**config.mk**
```make
export PLATFORM = sky130hd
export DESIGN_NAME = gpio_bank_core
export DESIGN_NICKNAME = d
export VERILOG_FILES = /design/src/rtl/gpio_bank_pkg.sv /design/src/rtl/gpio_rst_sync.sv /design/src/rtl/gpio_port.sv /design/src/rtl/gpio_irq.sv /design/src/rtl/gpio_bank_core.sv
export SDC_FILE = /design/constraint.sdc
export NUM_CORES = 1
export LEC_CHECK = 0
export BUFFER_PORTS_ARGS = -buffer_cell sky130_fd_sc_hd__buf_2
export CAP_MARGIN = 30
export CORE_UTILIZATION = 56
export CTS_CLUSTER_SIZE = 10
export DETAILED_ROUTE_END_ITERATION = 8
export PLACE_DENSITY_LB_ADDON = 0.1
export SETUP_SLACK_MARGIN = 0.02
export SYNTH_ARGS = -nofsm -noshare
export SYNTH_HDL_FRONTEND = slang
export SYNTH_SLANG_ARGS = --single-unit
```
**constraint.sdc**
```tcl
create_clock -name clk -period 3.11 [get_ports clk]
set_input_delay 0.622 -clock clk [delete_from_list [all_inputs] [get_ports clk]]
set_output_delay 0.622 -clock clk [all_outputs]
set_load 0.01 [all_outputs]
```
**src/rtl/gpio_bank_pkg.sv**
```systemverilog
package gpio_bank_pkg;
  typedef enum logic [1:0] {
    KIND_IN  = 2'd0,
    KIND_OUT = 2'd1,
    KIND_POL = 2'd2,
    KIND_CFG = 2'd3
  } reg_kind_e;

  localparam int unsigned IDX_W = 3;
endpackage

```
**src/rtl/gpio_rst_sync.sv**
```systemverilog
module gpio_rst_sync #(
  parameter int unsigned STAGES = 2
) (
  input  logic clk,
  input  logic rst_n,
  output logic rst_n_sync
);
  logic [STAGES-1:0] sync_q;
  logic [STAGES-1:0] sync_d;

  always_comb begin
    sync_d = {sync_q[STAGES-2:0], 1'b1};
  end

  always_ff @(posedge clk or negedge rst_n) begin
    if (!rst_n) sync_q <= '0;
    else        sync_q <= sync_d;
  end

  assign rst_n_sync = sync_q[STAGES-1];
endmodule

```
**src/rtl/gpio_port.sv**
```systemverilog
module gpio_port
  import gpio_bank_pkg::*;
#(
  parameter int unsigned PORT_W = 8
) (
  input  logic              clk,
  input  logic              rst_n,
  input  logic              sel_wr,
  input  logic              sel_rd,
  input  reg_kind_e         kind,
  input  logic [PORT_W-1:0] wr_data,
  input  logic [PORT_W-1:0] pin_in,
  output logic [PORT_W-1:0] cfg_o,
  output logic [PORT_W-1:0] out_o,
  output logic [PORT_W-1:0] rdata,
  output logic              mismatch
);
  logic [PORT_W-1:0] cfg_q, cfg_d;
  logic [PORT_W-1:0] out_q, out_d;
  logic [PORT_W-1:0] pol_q, pol_d;
  logic [PORT_W-1:0] cap_q, cap_d;
  logic              cfg_en, out_en, pol_en, cap_en;

  // Clock enables per register; writes to the input kind have no enable.
  always_comb begin
    cfg_en = sel_wr && (kind == KIND_CFG);
    out_en = sel_wr && (kind == KIND_OUT);
    pol_en = sel_wr && (kind == KIND_POL);
    cap_en = sel_rd && (kind == KIND_IN);
    cfg_d  = cfg_en ? wr_data : cfg_q;
    out_d  = out_en ? wr_data : out_q;
    pol_d  = pol_en ? wr_data : pol_q;
    cap_d  = cap_en ? pin_in  : cap_q;
  end

  always_ff @(posedge clk or negedge rst_n) begin
    if (!rst_n) begin
      cfg_q <= '1;
      out_q <= '1;
      pol_q <= '0;
      cap_q <= '1;
    end else begin
      cfg_q <= cfg_d;
      out_q <= out_d;
      pol_q <= pol_d;
      cap_q <= cap_d;
    end
  end

  // Read mux: the input kind returns the value being captured this cycle.
  always_comb begin
    unique case (kind)
      KIND_IN:  rdata = pin_in ^ pol_q;
      KIND_OUT: rdata = out_q;
      KIND_POL: rdata = pol_q;
      default:  rdata = cfg_q;
    endcase
  end

  // Compared against the post-edge capture so a read clears on its own edge.
  assign mismatch = |((pin_in ^ cap_d) & cfg_q);
  assign cfg_o    = cfg_q;
  assign out_o    = out_q;
endmodule

```
**src/rtl/gpio_irq.sv**
```systemverilog
module gpio_irq #(
  parameter int unsigned NUM_PORTS = 2
) (
  input  logic                 clk,
  input  logic                 rst_n,
  input  logic [NUM_PORTS-1:0] port_mismatch,
  output logic                 irq_n_oe
);
  logic irq_q, irq_d;

  always_comb begin
    irq_d = |port_mismatch;
  end

  always_ff @(posedge clk or negedge rst_n) begin
    if (!rst_n) irq_q <= 1'b0;
    else        irq_q <= irq_d;
  end

  assign irq_n_oe = irq_q;
endmodule

```
**src/rtl/gpio_bank_core.sv**
```systemverilog
module gpio_bank_core
  import gpio_bank_pkg::*;
#(
  parameter int unsigned PORT_W = 8
) (
  input  logic                  clk,
  input  logic                  rst_n,
  input  logic                  wr_en,
  input  logic                  rd_en,
  input  logic [2:0]            reg_idx,
  input  logic [PORT_W-1:0]     wr_data,
  output logic [PORT_W-1:0]     rd_data,
  input  logic [2*PORT_W-1:0]   pin_in,
  output logic [2*PORT_W-1:0]   pin_oe,
  output logic [2*PORT_W-1:0]   pin_out,
  output logic                  irq_n_oe
);
  localparam int unsigned NUM_PORTS = 2;

  logic                 rst_n_sync;
  reg_kind_e            kind;
  logic [NUM_PORTS-1:0] port_mismatch;
  logic [PORT_W-1:0]    port_rdata [NUM_PORTS];
  logic [PORT_W-1:0]    rd_data_q, rd_data_d;

  assign kind = reg_kind_e'(reg_idx[2:1]);

  gpio_rst_sync #(.STAGES(2)) u_rst (
    .clk        (clk),
    .rst_n      (rst_n),
    .rst_n_sync (rst_n_sync)
  );

  for (genvar p = 0; p < NUM_PORTS; p++) begin : g_port
    logic [PORT_W-1:0] cfg_w;
    logic [PORT_W-1:0] out_w;

    gpio_port #(.PORT_W(PORT_W)) u_port (
      .clk      (clk),
      .rst_n    (rst_n_sync),
      .sel_wr   (wr_en && (reg_idx[0] == p[0])),
      .sel_rd   (rd_en && (reg_idx[0] == p[0])),
      .kind     (kind),
      .wr_data  (wr_data),
      .pin_in   (pin_in[p*PORT_W +: PORT_W]),
      .cfg_o    (cfg_w),
      .out_o    (out_w),
      .rdata    (port_rdata[p]),
      .mismatch (port_mismatch[p])
    );

    assign pin_oe [p*PORT_W +: PORT_W] = ~cfg_w;
    assign pin_out[p*PORT_W +: PORT_W] = out_w;
  end

  gpio_irq #(.NUM_PORTS(NUM_PORTS)) u_irq (
    .clk           (clk),
    .rst_n         (rst_n_sync),
    .port_mismatch (port_mismatch),
    .irq_n_oe      (irq_n_oe)
  );

  always_comb begin
    rd_data_d = rd_en ? port_rdata[reg_idx[0]] : rd_data_q;
  end

  always_ff @(posedge clk or negedge rst_n_sync) begin
    if (!rst_n_sync) rd_data_q <= '0;
    else             rd_data_q <= rd_data_d;
  end

  assign rd_data = rd_data_q;
endmodule

```
==> impl_metrics.tcl <==
set metrics [dict create \
    crit_fanout 23 \
    drv_slew 0 \
    async_reset_ff_share_pct 100 \
    fp.dieW_um 85.9 \
    power_density_nw_per_um2 629 \
    core_area_sq_um 6790 \
    synth_top_cell_by_area "dfstp_2" \
    syn2layout_area_growth_pct 14.4 \
    ys_top_cells_by_area "dfstp_2, mux2_2, dfrtp_1" \
    clock-root-buffer "clkbuf_8" \
    p_seq_share_pct 50.6 \
    vias 2802 \
    sw_frac_of_total_pct 29.7 \
    fmax_ghz 0.525 \
    yosys_warnings 0 \
    arrival_ns 2.17 \
    avgSynthCellArea_sq_um 12.1 \
    p_clk_share_pct 23.5 \
    grt_usage_pct 25.0 \
    tightest_slew_ns 0.792 \
    cts_setup_buffers 0 \
    ys_seq_area_share_pct 49.1 \
    grt_pass1_vias 2762 \
    synthesis.area_sq_um 3950 \
    clk_pin_slew_ns 0.07 \
    pre_cts_slack_ns 0.870 \
    cts_hold_buf 0 \
    drv_cap 0 \
    cts_resized 0 \
    grt_pass1_wl_mm 13.7 \
    dieArea_sq_um 7390 \
    crit_path_start_kind "input pin" \
    syn_inst 327 \
    cts_tree "done" \
    die_h_um 85.9 \
    boundaryPins 72 \
    power.internal_mw 1.99 \
    final_cells 500 \
    hold_class "input pin to async pin" \
    portBuffers 71 \
    grt_max_degree 44 \
    clkSinkCount 75 \
    yosys_most_used_dff "dfstp_2" \
    yosys.area.top_type_share_pct 32.0 \
    power.switching_mw 0.844 \
    hpwlAfterDp_mm 6.04 \
    ys_types 41 \
    cts_buffer_depth 2 \
    nets 430 \
    rsz0062_at_grt "no" \
    synth_nets 358 \
    antenna_found_initial 0 \
    finish.instance_area_sq_um 4510 \
    post-route-period-util_pct 61.2 \
    synth-seq-cells 75 \
    finClkSkew_ns 0.00639 \
    placedCellCount 484 \
    place_congestion 0.780 \
    drive_gt1_share_pct 53.5 \
    min_period_ns 1.90 \
    ant_nets 0 \
    routedWlPerCell_um 17.3 \
    place_area_sq_um 4340 \
    slew_headroom_pct 47.2 \
    setup.worst_path.end_class "flip-flop" \
    cts_buffers 9 \
    dr.first_iter.drc_count 81 \
    hold_viol_final 0 \
    drcViolationCount 0 \
    avgViaCountPerCell 5.60 \
    rows 30 \
    setup_slack_ns 1.21 \
    diodes 0 \
    synth_edf_count 0 \
    crit_type "input pin to flip-flop" \
    h-tree-depth 3 \
    setup-tns-final_ns 0 \
    clk_latency_ns 0.34 \
    wirelength_mm 8.64 \
    initial_utilization_pct 58.1 \
    status "completed" \
    vdd_ir_drop_max_v 0.000380 \
    required_ns 3.38 \
    p_leak_nw 1.91 \
    report.power.total_mw 2.84 \
    drt_first_pass_iters 4 \
    pwr-share-comb_pct 25.9 \
    grt-ovfl-total 0 \
    finalSetupViolCount 0 \
]
layout by cell type, fill, tap and decap left out, types with 3 or more instances in the layout:
| master | instances |
|---|---|
| a211oi_1 | 3 |
| a21o_1 | 3 |
| a21oi_1 | 8 |
| a311oi_1 | 5 |
| buf_2 | 71 |
| buf_4 | 4 |
| clkbuf_8 | 11 |
| clkinv_2 | 3 |
| dfrtp_1 | 26 |
| dfstp_2 | 48 |
| inv_1 | 19 |
| mux2_2 | 66 |
| mux2i_1 | 3 |
| nand2_1 | 10 |
| nand2b_1 | 5 |
| nor2_1 | 13 |
| nor2b_1 | 19 |
| nor3_1 | 9 |
| nor3_4 | 3 |
| o211ai_1 | 4 |
| o21ai_0 | 14 |
| o22ai_1 | 9 |
| o311a_1 | 3 |
| o311ai_1 | 3 |
| xnor2_1 | 19 |
sequential cells by signal, summed over array words and instances (netlist names):
name	flops
g_port.u_port.cfg_o	16
g_port.u_port.out_o	16
g_port.u_port.pol_q	16
g_port.u_port.cap_q	16
u_irq.irq_n_oe	1
u_rst.sync_q	2
rd_data	8
cells in the mapped netlist (2+ instances only):
library cell,number
o22ai_1,9
o21ai_0,14
nor3_1,9
a21oi_1,8
buf_2,3
mux2i_1,3
nand2b_1,5
buf_6,6
o311ai_1,3
inv_1,19
dfstp_2,48
a311oi_1,5
o311a_1,3
xnor2_1,19
dfrtp_1,27
nand3_1,2
o211ai_1,4
a211oi_1,3
nor2b_1,19
mux2_2,66
a21o_1,3
clkbuf_1,2
mux4_2,2
nand2_1,10
buf_4,3
nor3_4,3
nor4_1,2
nor2_1,13
a22oi_1,2
area by class of cell:
class	count	area [sq um]
repair buffers	75	385
flip-flops and latches	75	1940
multi-input cells	219	1830
fillers	556	2280
well taps	96	120
clock inverters	3	15.0
clock buffers	13	159
inverters	19	71.3
logic make-up after synthesis:
group / synth area share (%)
AND/OR/NAND/NOR: 11.5
flip-flops: 49.1
XOR/XNOR: 4.22
AO/OA/AOI/OAI: 9.73
other: 0.0950
multiplexers: 20.7
buffers and inverters: 4.66
final timing paths:
check                      slack (ns)                      start                        end  depth (start not counted)
max                              1.21                 reg_idx[0]  g_port[1].u_port.cap_q[0]                          4
max in group asynchronous        2.26            u_rst.sync_q[1]  g_port[1].u_port.cap_q[4]                          1
min reg2reg                      0.09            u_rst.sync_q[1]  g_port[0].u_port.pol_q[0]                          0
max reg2reg                      1.46  g_port[0].u_port.cap_q[0]             u_irq.irq_n_oe                          4
min                              0.05                      rst_n            u_rst.sync_q[0]                          1
min in group clk                 0.35            u_rst.sync_q[0]            u_rst.sync_q[1]                          0
power by group through the flow:
stage,logic [mW],clock network [mW],registers [mW]
after global routing,0.809,0.720,1.47
after detailed placement,0.737,0,1.45
after floorplan,0.469,0,1.46
after global placement,0.722,0,1.44
final,0.736,0.666,1.44
after CTS,0.743,0.687,1.44
critical path: stages:
cell and delay, ns:
buf_2 0.37, nand2_1 0.31, nor3_4 0.46, mux2_2 0.40
stage by stage:
stage                     hold slack [ns]  util [%]
after floorplan                     0.326         -
after global placement             0.0863      63.9
after detailed placement           0.0837      63.9
after CTS                          0.0315      66.4
after global routing               0.0350      66.4
final                              0.0466      66.4
per-layer routing:
metal	track usage (%)	vias to the layer above	share of wire (%)
met4	9.70	0	1.4
met3	4.62	12	4.2
met2	42.1	81	50
li1	-	1320	-
met1	32.0	1389	44
met5	0	-	0
No activity file was read; power rests on OpenSTA's default activity.
